===== config.mk =====
export PLATFORM = sky130hd
export DESIGN_NAME = tmr_master
export DESIGN_NICKNAME = d
export VERILOG_FILES = /design/src/rtl/tmr_master_pkg.sv /design/src/rtl/tmr_master_regs.sv /design/src/rtl/tmr_master_cnt.sv /design/src/rtl/tmr_master_msel.sv /design/src/rtl/tmr_master.sv
export SDC_FILE = /design/constraint.sdc
export NUM_CORES = 1
export LEC_CHECK = 0
export BUFFER_PORTS_ARGS = -buffer_cell sky130_fd_sc_hd__buf_2
export CAP_MARGIN = 20
export CORE_MARGIN = 2
export CORE_UTILIZATION = 35
export CTS_CLUSTER_DIAMETER = 40
export CTS_CLUSTER_SIZE = 20
export DETAILED_ROUTE_END_ITERATION = 6
export GPL_TIMING_DRIVEN = 0
export PLACE_DENSITY_LB_ADDON = 0.2
export SLEW_MARGIN = 20
export SYNTH_ARGS = -nofsm -noshare
export SYNTH_HDL_FRONTEND = slang
export SYNTH_SLANG_ARGS = --single-unit

===== constraint.sdc =====
create_clock -name clk -period 3.23 [get_ports clk]
set_clock_uncertainty 0.2 [all_clocks]
set_input_delay 0.4845 -clock clk [delete_from_list [all_inputs] [get_ports clk]]
set_output_delay 0.4845 -clock clk [all_outputs]
set_load 0.03 [all_outputs]

===== src/rtl/tmr_master_pkg.sv =====
`timescale 1ns/1ps
package tmr_master_pkg;
  localparam int ADDR_W  = 4;
  localparam int NUM_CMP = 6;
  localparam int NUM_SRC = 16;

  localparam logic [ADDR_W-1:0] ADR_CTRL     = 4'd0;
  localparam logic [ADDR_W-1:0] ADR_MODE     = 4'd1;
  localparam logic [ADDR_W-1:0] ADR_DIV      = 4'd2;
  localparam logic [ADDR_W-1:0] ADR_TOP      = 4'd3;
  localparam logic [ADDR_W-1:0] ADR_COUNT    = 4'd4;
  localparam logic [ADDR_W-1:0] ADR_EVENT    = 4'd5;
  localparam int                ADR_CMP_BASE = 8;

  // address of compare register i (0-based)
  function automatic logic [ADDR_W-1:0] cmp_slot(input int i);
    return ADDR_W'(ADR_CMP_BASE + i);
  endfunction

  // pick one timing source by its select code
  function automatic logic pick_src(input logic [3:0] sel, input logic [NUM_SRC-1:0] src);
    return src[sel];
  endfunction
endpackage


===== src/rtl/tmr_master_regs.sv =====
`timescale 1ns/1ps
module tmr_master_regs
  import tmr_master_pkg::*;
#(
  parameter int DW        = 16,
  parameter bit HAS_AUX   = 1'b1
) (
  input  logic                        clk,
  input  logic                        rst_n,
  input  logic                        wr_en,
  input  logic [ADDR_W-1:0]           wr_addr,
  input  logic [DW-1:0]               wr_data,
  input  logic [ADDR_W-1:0]           rd_addr,
  input  logic [DW-1:0]               cnt_q,
  output logic [DW-1:0]               rd_data,
  output logic                        run,
  output logic                        preload,
  output logic [2:0]                  sel_main,
  output logic [3:0]                  sel_aux,
  output logic [DW-1:0]               div_pend,
  output logic [DW-1:0]               top_pend,
  output logic                        top_direct,
  output logic                        force_upd,
  output logic                        cnt_wr,
  output logic [NUM_CMP-1:0][DW-1:0]  cmp
);
  assign force_upd  = wr_en && (wr_addr == ADR_EVENT) && wr_data[0];
  assign cnt_wr     = wr_en && (wr_addr == ADR_COUNT);
  assign top_direct = wr_en && (wr_addr == ADR_TOP) && !preload;

  always_ff @(posedge clk or negedge rst_n) begin
    if (!rst_n) begin
      run      <= 1'b0;
      preload  <= 1'b0;
      sel_main <= '0;
      div_pend <= '0;
      top_pend <= '1;
    end else if (wr_en) begin
      case (wr_addr)
        ADR_CTRL: begin
          run     <= wr_data[0];
          preload <= wr_data[1];
        end
        ADR_MODE: sel_main <= wr_data[2:0];
        ADR_DIV:  div_pend <= wr_data;
        ADR_TOP:  top_pend <= wr_data;
        default: ;
      endcase
    end
  end

  for (genvar i = 0; i < NUM_CMP; i++) begin : g_cmp
    always_ff @(posedge clk or negedge rst_n) begin
      if (!rst_n) cmp[i] <= '0;
      else if (wr_en && (wr_addr == cmp_slot(i))) cmp[i] <= wr_data;
    end
  end

  if (HAS_AUX) begin : g_aux_sel
    logic [3:0] sel_aux_q;
    always_ff @(posedge clk or negedge rst_n) begin
      if (!rst_n) sel_aux_q <= '0;
      else if (wr_en && (wr_addr == ADR_MODE)) sel_aux_q <= wr_data[7:4];
    end
    assign sel_aux = sel_aux_q;
  end else begin : g_no_aux_sel
    assign sel_aux = '0;
  end

  always_comb begin
    rd_data = '0;
    case (rd_addr)
      ADR_CTRL:  rd_data = DW'({preload, run});
      ADR_MODE:  rd_data = DW'({sel_aux, 1'b0, sel_main});
      ADR_DIV:   rd_data = div_pend;
      ADR_TOP:   rd_data = top_pend;
      ADR_COUNT: rd_data = cnt_q;
      default: begin
        for (int i = 0; i < NUM_CMP; i++)
          if (rd_addr == cmp_slot(i)) rd_data = cmp[i];
      end
    endcase
  end
endmodule


===== src/rtl/tmr_master_cnt.sv =====
`timescale 1ns/1ps
module tmr_master_cnt #(
  parameter int DW = 16
) (
  input  logic          clk,
  input  logic          rst_n,
  input  logic          run,
  input  logic          force_upd,
  input  logic [DW-1:0] div_pend,
  input  logic [DW-1:0] top_pend,
  input  logic          top_direct,
  input  logic [DW-1:0] top_wval,
  input  logic          cnt_wr,
  input  logic [DW-1:0] cnt_wval,
  input  logic [DW-1:0] cmp_first,
  output logic [DW-1:0] cnt_q,
  output logic [DW-1:0] div_q,
  output logic [DW-1:0] div_act,
  output logic [DW-1:0] top_act,
  output logic          tick,
  output logic          wrap,
  output logic          upd_evt,
  output logic          cmp_hit
);
  // value the counter takes on a step
  function automatic logic [DW-1:0] step_val(input logic [DW-1:0] cur, input logic [DW-1:0] top);
    return (cur == top) ? '0 : cur + 1'b1;
  endfunction

  logic [DW-1:0] cnt_nxt;

  assign tick    = run && (div_q == div_act);
  assign wrap    = tick && (cnt_q == top_act);
  assign upd_evt = wrap || force_upd;
  assign cnt_nxt = step_val(cnt_q, top_act);
  assign cmp_hit = tick && !force_upd && !cnt_wr && (cnt_nxt == cmp_first);

  always_ff @(posedge clk or negedge rst_n) begin
    if (!rst_n) begin
      cnt_q <= '0;
      div_q <= '0;
    end else if (force_upd) begin
      cnt_q <= '0;
      div_q <= '0;
    end else begin
      if (run) div_q <= tick ? '0 : div_q + 1'b1;
      if (cnt_wr)    cnt_q <= cnt_wval;
      else if (tick) cnt_q <= cnt_nxt;
    end
  end

  always_ff @(posedge clk or negedge rst_n) begin
    if (!rst_n) begin
      div_act <= '0;
      top_act <= '1;
    end else begin
      if (upd_evt) begin
        div_act <= div_pend;
        top_act <= top_pend;
      end
      if (top_direct) top_act <= top_wval;
    end
  end
endmodule


===== src/rtl/tmr_master_msel.sv =====
`timescale 1ns/1ps
module tmr_master_msel
  import tmr_master_pkg::*;
#(
  parameter int DW      = 16,
  parameter bit HAS_AUX = 1'b1
) (
  input  logic                       clk,
  input  logic                       rst_n,
  input  logic [DW-1:0]              cnt_q,
  input  logic [NUM_CMP-1:0][DW-1:0] cmp,
  input  logic                       force_upd,
  input  logic                       run,
  input  logic                       upd_evt,
  input  logic                       cmp_hit,
  input  logic [2:0]                 sel_main,
  input  logic [3:0]                 sel_aux,
  output logic [NUM_CMP-1:0]         cmp_ref,
  output logic                       trig_main,
  output logic                       trig_aux
);
  function automatic logic at_or_above(input logic [DW-1:0] c, input logic [DW-1:0] lim);
    return c >= lim;
  endfunction

  logic [NUM_CMP-1:0] ref_q, ref_rise, ref_fall;
  logic [NUM_SRC-1:0] src;

  for (genvar i = 0; i < NUM_CMP; i++) begin : g_ref
    assign cmp_ref[i] = at_or_above(cnt_q, cmp[i]);
  end

  always_ff @(posedge clk or negedge rst_n) begin
    if (!rst_n) ref_q <= '1;
    else        ref_q <= cmp_ref;
  end

  assign ref_rise = cmp_ref & ~ref_q;
  assign ref_fall = ~cmp_ref & ref_q;

  always_comb begin
    src      = '0;
    src[0]   = force_upd;
    src[1]   = run;
    src[2]   = upd_evt;
    src[3]   = cmp_hit;
    src[7:4] = cmp_ref[3:0];
    src[8]   = cmp_ref[4];
    src[9]   = cmp_ref[5];
    src[10]  = ref_rise[3] | ref_fall[3];
    src[11]  = ref_rise[5] | ref_fall[5];
    src[12]  = ref_rise[3] | ref_rise[5];
    src[13]  = ref_rise[3] | ref_fall[5];
    src[14]  = ref_rise[4] | ref_rise[5];
    src[15]  = ref_rise[4] | ref_fall[5];
  end

  always_ff @(posedge clk or negedge rst_n) begin
    if (!rst_n) trig_main <= 1'b0;
    else        trig_main <= pick_src({1'b0, sel_main}, src);
  end

  if (HAS_AUX) begin : g_aux
    logic aux_q;
    always_ff @(posedge clk or negedge rst_n) begin
      if (!rst_n) aux_q <= 1'b0;
      else        aux_q <= pick_src(sel_aux, src);
    end
    assign trig_aux = aux_q;
  end else begin : g_no_aux
    assign trig_aux = 1'b0;
  end
endmodule


===== src/rtl/tmr_master.sv =====
`timescale 1ns/1ps
module tmr_master
  import tmr_master_pkg::*;
#(
  parameter int DW      = 16,
  parameter bit HAS_AUX = 1'b1
) (
  input  logic              clk,
  input  logic              rst_n,
  input  logic              wr_en,
  input  logic [ADDR_W-1:0] wr_addr,
  input  logic [DW-1:0]     wr_data,
  input  logic [ADDR_W-1:0] rd_addr,
  output logic [DW-1:0]     rd_data,
  output logic              trig_main,
  output logic              trig_aux
);
  logic                       run, preload, top_direct, force_upd, cnt_wr;
  logic [2:0]                 sel_main;
  logic [3:0]                 sel_aux;
  logic [DW-1:0]              div_pend, top_pend, cnt_q, div_q, div_act, top_act;
  logic [NUM_CMP-1:0][DW-1:0] cmp;
  logic [NUM_CMP-1:0]         cmp_ref;
  logic                       tick, wrap, upd_evt, cmp_hit;

  tmr_master_regs #(.DW(DW), .HAS_AUX(HAS_AUX)) u_regs (
    .clk(clk), .rst_n(rst_n), .wr_en(wr_en), .wr_addr(wr_addr), .wr_data(wr_data),
    .rd_addr(rd_addr), .cnt_q(cnt_q), .rd_data(rd_data), .run(run), .preload(preload),
    .sel_main(sel_main), .sel_aux(sel_aux), .div_pend(div_pend), .top_pend(top_pend),
    .top_direct(top_direct), .force_upd(force_upd), .cnt_wr(cnt_wr), .cmp(cmp)
  );

  tmr_master_cnt #(.DW(DW)) u_cnt (
    .clk(clk), .rst_n(rst_n), .run(run), .force_upd(force_upd),
    .div_pend(div_pend), .top_pend(top_pend), .top_direct(top_direct), .top_wval(wr_data),
    .cnt_wr(cnt_wr), .cnt_wval(wr_data), .cmp_first(cmp[0]),
    .cnt_q(cnt_q), .div_q(div_q), .div_act(div_act), .top_act(top_act),
    .tick(tick), .wrap(wrap), .upd_evt(upd_evt), .cmp_hit(cmp_hit)
  );

  tmr_master_msel #(.DW(DW), .HAS_AUX(HAS_AUX)) u_msel (
    .clk(clk), .rst_n(rst_n), .cnt_q(cnt_q), .cmp(cmp), .force_upd(force_upd),
    .run(run), .upd_evt(upd_evt), .cmp_hit(cmp_hit), .sel_main(sel_main),
    .sel_aux(sel_aux), .cmp_ref(cmp_ref), .trig_main(trig_main), .trig_aux(trig_aux)
  );
endmodule


==> impl_metrics.csv <==
group,metric,value,unit
outcome,status,"finished with violations",
outcome,violations,"setup timing",
timing,fmax,290,MHz
floorplan,core_area,36500,um2
final_layout,design_area,15800,um2
yosys,yosysSeqAreaShare,40.2,%
final_layout,layout-drive-gt1-share,22.6,%
drt,vias,11300,
worst_setup_path,crit_fanout,3,
worst_setup_path,cpMaxStageDelayCell,"or4_4",
timing,rsz0062_at_grt,"yes",
floorplan,chipHeight,196,um
grt,gr-usage-met1,31.0,%
flow_run,maxCapViolations,0,
floorplan,num_io_pins,45,
clocking,clk_pin_slew_worst_paths,60,ps
drt,routed_wirelength,45500,um
grt,gr-max-usage-layer,"met2",
grt,grt.met2_usage,40.4,%
final_layout,layout_common_cells,"dfrtp_1 (155), nand2_1 (146), o21ai_0 (124), inv_1 (100), ha_1 (96)",
hold_path,hold_path_class,"in2reg",
final_layout,final_core_util,43.2,%
pwr,power_switching_share,37.4,%
floorplan,dieArea,38500,um2
grt,met3_usage,3.15,%
final_layout,multi_input_area,7240,um2
timing,setup_viol_count_final,2,
yosys,ys_seq_elements,206,
worst_setup_path,path_depth,11,
worst_setup_path,worst-setup-path-type,"reg2reg",
yosys,synthCells,1404,
place,port_buffers,34,
worst_setup_path,crit_chain,"buf_12, xnor2_4, nand4_1, nor4_4, buf_4, o21bai_1, a22o_1, o22ai_2, or4_4, or3_4, a211oi_2",
pwr,comb_power_share,37.8,%
grt,gr-usage-all-layers,23.8,%
drt,route.detailed.drc,0,
worst_setup_path,critical_path_required,3470,ps
yosys,yosys_warnings,0,
timing,final_hold_viol_count,0,
floorplan,fp.dieW,196,um
worst_setup_path,cp_slowest_stage_delay,550,ps
clocking,numCtsBuffers,39,
place,gp_congestion,0.903,
drt,viasPerCell,5.61,
clocking,clk-insertion-delay-late,540,ps
drt,drtIter0Drc,834,
pwr,power.switching,4.99,mW
final_layout,seqCellArea,5220,um2
grt,grt-ovfl-total,0,
pwr,leakage,6.99,nW
timing,period_minus_slack,3450,ps
worst_setup_path,start_kind,"flip-flop",
yosys,synth_edf_count,0,
worst_setup_path,cp-endpoint,"u_msel.trig_main",
timing,slew_headroom,44.5,%
final_layout,syn2layout_area_growth,21.8,%
clocking,cts_num_sinks,206,
timing,fin_ws,-218,ps
final_layout,final_common_cell,"dfrtp_1",
timing,finalSetupTns,-310,ps
place,detailed_place.area,13800,um2
pwr,p_per_area,845,nW/um2
worst_setup_path,crit_family,"simple AND/OR/NAND/NOR gates",
worst_setup_path,rr_endpoint,"u_msel.trig_main",
pwr,p_clk_share,31.7,%
timing,whs,53.8,ps
worst_setup_path,rrSetupSlack,-220,ps
yosys,synth_cell_types,61,
pwr,intPower,8.34,mW
floorplan,rows,70,
worst_setup_path,critPathLaunch,"u_cnt.cnt_q[1]",
floorplan,start_util,35.4,%
worst_setup_path,critPathCaptureType,"flip-flop",
grt,antenna_found_initial,0,
worst_setup_path,r2r-start,"u_cnt.cnt_q[1]",
clocking,cts_max_level,2,
yosys,netlist_area,12900,um2
pwr,vdd.ir_drop.worst,0.401,mV
pwr,power.total,13.3,mW
grt,grt_max_degree,92,
clocking,cts_buffer_depth,3,
clocking,cts.root.buffer_cell,"clkbuf_16",
final_layout,fillers,3566,
timing,finalCritPeriodShare,107,%
grt,grt_first_pass_wirelength,69000,um
drt,wl_per_cell,22.6,um
place,hpwl,33700,um
yosys,syn_nets,1532,
timing,tightest_slew,832,ps
pwr,power_frac_seq,30.6,%
drt,dr.pass1.iters,6,
yosys,synthFlopType,"dfrtp_1",
worst_setup_path,path_buf_inv,2,
clocking,cts_tree,"built",
yosys,async_flop_share,100,%
worst_setup_path,cp_data_arrival_time,3680,ps
final_layout,nets,1643,
timing,report.final.slew_viol_count,0,
drt,postRouteAntennaNets,0,
grt,grt_pass1_vias,11400,
yosys,avgSynthCellArea,9.22,um2
worst_setup_path,reg2reg_depth,11,
final_layout,antenna_cells,0,
-- kinds of logic after synthesis --
| family | after synthesis | share of synthesized area, % |
|---|---|---|
| AOI/OAI and AO/OA | 340 | 16.2 |
| adders and majority gates | 101 | 9.77 |
| xor gates and xnor gates | 63 | 4.26 |
| DFF | 206 | 40.2 |
| buffers and inverters | 193 | 5.97 |
| and+or+nand+nor | 396 | 14.5 |
| muxes | 105 | 9.08 |
-- flip-flops by register name (all words and copies together), names as in the netlist, 4 cells and up --
register and cells:
u_cnt.div_q 16, u_cnt.div_act 16, u_regs.div_pend 16, u_regs.sel_aux 4
u_cnt.top_act 16, u_regs.cmp 96, u_regs.top_pend 16, u_cnt.cnt_q 16
-- worst reg2reg max path: stages (launching register included) --
cell,delay [ps]
dfrtp_4,520
buf_12,150
xnor2_4,140
nand4_1,210
nor4_4,470
buf_4,190
o21bai_1,100
a22o_1,180
o22ai_2,80
or4_4,550
or3_4,340
a211oi_2,220
-- worst min-delay path by stage --
stage	depth (start not counted)	end	startpoint	slack [ps]
after floorplan	0	u_cnt.cnt_q[0]	rst_n	-10
after global placement	1	u_cnt.div_act[7]	u_cnt.div_act[7]	310
after detailed placement	1	u_cnt.div_q[14]	rst_n	230
after CTS	2	u_regs.top_pend[1]	wr_data[1]	40
after global routing	2	u_regs.top_pend[1]	wr_data[1]	50
final	2	u_regs.top_pend[1]	wr_data[1]	50
-- cells in the mapped netlist, drive strengths merged (3+ instances only) --
| cell type | n | share of area, % |
|---|---|---|
| xnor2 | 34 | 2.3 |
| inv | 102 | 3.0 |
| xor2 | 29 | 2.0 |
| nor4 | 8 | 0.50 |
| dfrtp | 171 | 33 |
| nor3b | 4 | 0.23 |
| nor2b | 18 | 0.87 |
| clkbuf | 71 | 2.1 |
| mux2 | 79 | 6.9 |
| o22a | 4 | 0.27 |
| ha | 101 | 9.8 |
| nand3 | 24 | 0.93 |
| o211ai | 5 | 0.29 |
| buf | 19 | 0.92 |
| o22ai | 10 | 0.48 |
| a211oi | 24 | 1.4 |
| a31oi | 22 | 1.1 |
| mux2i | 24 | 1.9 |
| a222oi | 16 | 1.2 |
| nor3 | 22 | 0.89 |
| nand2 | 146 | 4.2 |
| or4 | 6 | 0.35 |
| a21o | 22 | 1.3 |
| and4 | 3 | 0.20 |
| dfstp | 35 | 7.1 |
| or3 | 5 | 0.24 |
| nand4 | 30 | 1.5 |
| o21ai | 125 | 4.8 |
| a21oi | 74 | 2.9 |
| and3 | 7 | 0.34 |
| a22oi | 4 | 0.23 |
| nor2 | 94 | 2.7 |
| nand2b | 21 | 1.0 |
| a221oi | 16 | 1.1 |
-- through the flow --
stage	std cells	setup WS [ps]
finish	2014	-218
global route	2014	-276
CTS	2003	-129
detailed placement	1908	-838
global placement	1906	-2680
floorplan	1404	-17.1
-- final cells by class --
cell class | count | share of cell area [%]
Inverter | 103 | 2.56
Tap cell | 468 | 3.71
Timing Repair Buffer | 73 | 3.50
Multi-Input combinational cell | 1005 | 45.9
Sequential cell | 206 | 33.1
Buffer | 87 | 2.59
Clock buffer | 48 | 6.91
Clock inverter | 24 | 1.68
-- metal layers --
| layer | vias up | wire length, um |
|---|---|---|
| met1 | 5594 | 19800 |
| met3 | 95 | 2350 |
| met5 | - | 0 |
| met2 | 384 | 21800 |
| li1 | 5219 | - |
| met4 | 0 | 1550 |
-- power by group through the flow --
stage / Clock (mW) / Sequential, mW / Combinational, mW
finish: 4.22 / 4.07 / 5.04
global placement: 0 / 4.22 / 4.05
CTS: 4.29 / 4.05 / 4.75
detailed placement: 0 / 4.21 / 4.15
floorplan: 0 / 3.86 / 3.03
global route: 4.41 / 4.15 / 5.58
-- repair_timing --
| action | in CTS | in global routing |
|---|---|---|
| hold buffers | 1 | 0 |
| endpoints found under the setup margin | 65 | 52 |
| gates cloned | 0 | 0 |
| pin swaps | 15 | 18 |
| resized for setup | 68 | 34 |
| setup buffers | 25 | 12 |
| hold endpoints to repair | 41 | 0 |
Power figures use the tool's default switching activity.
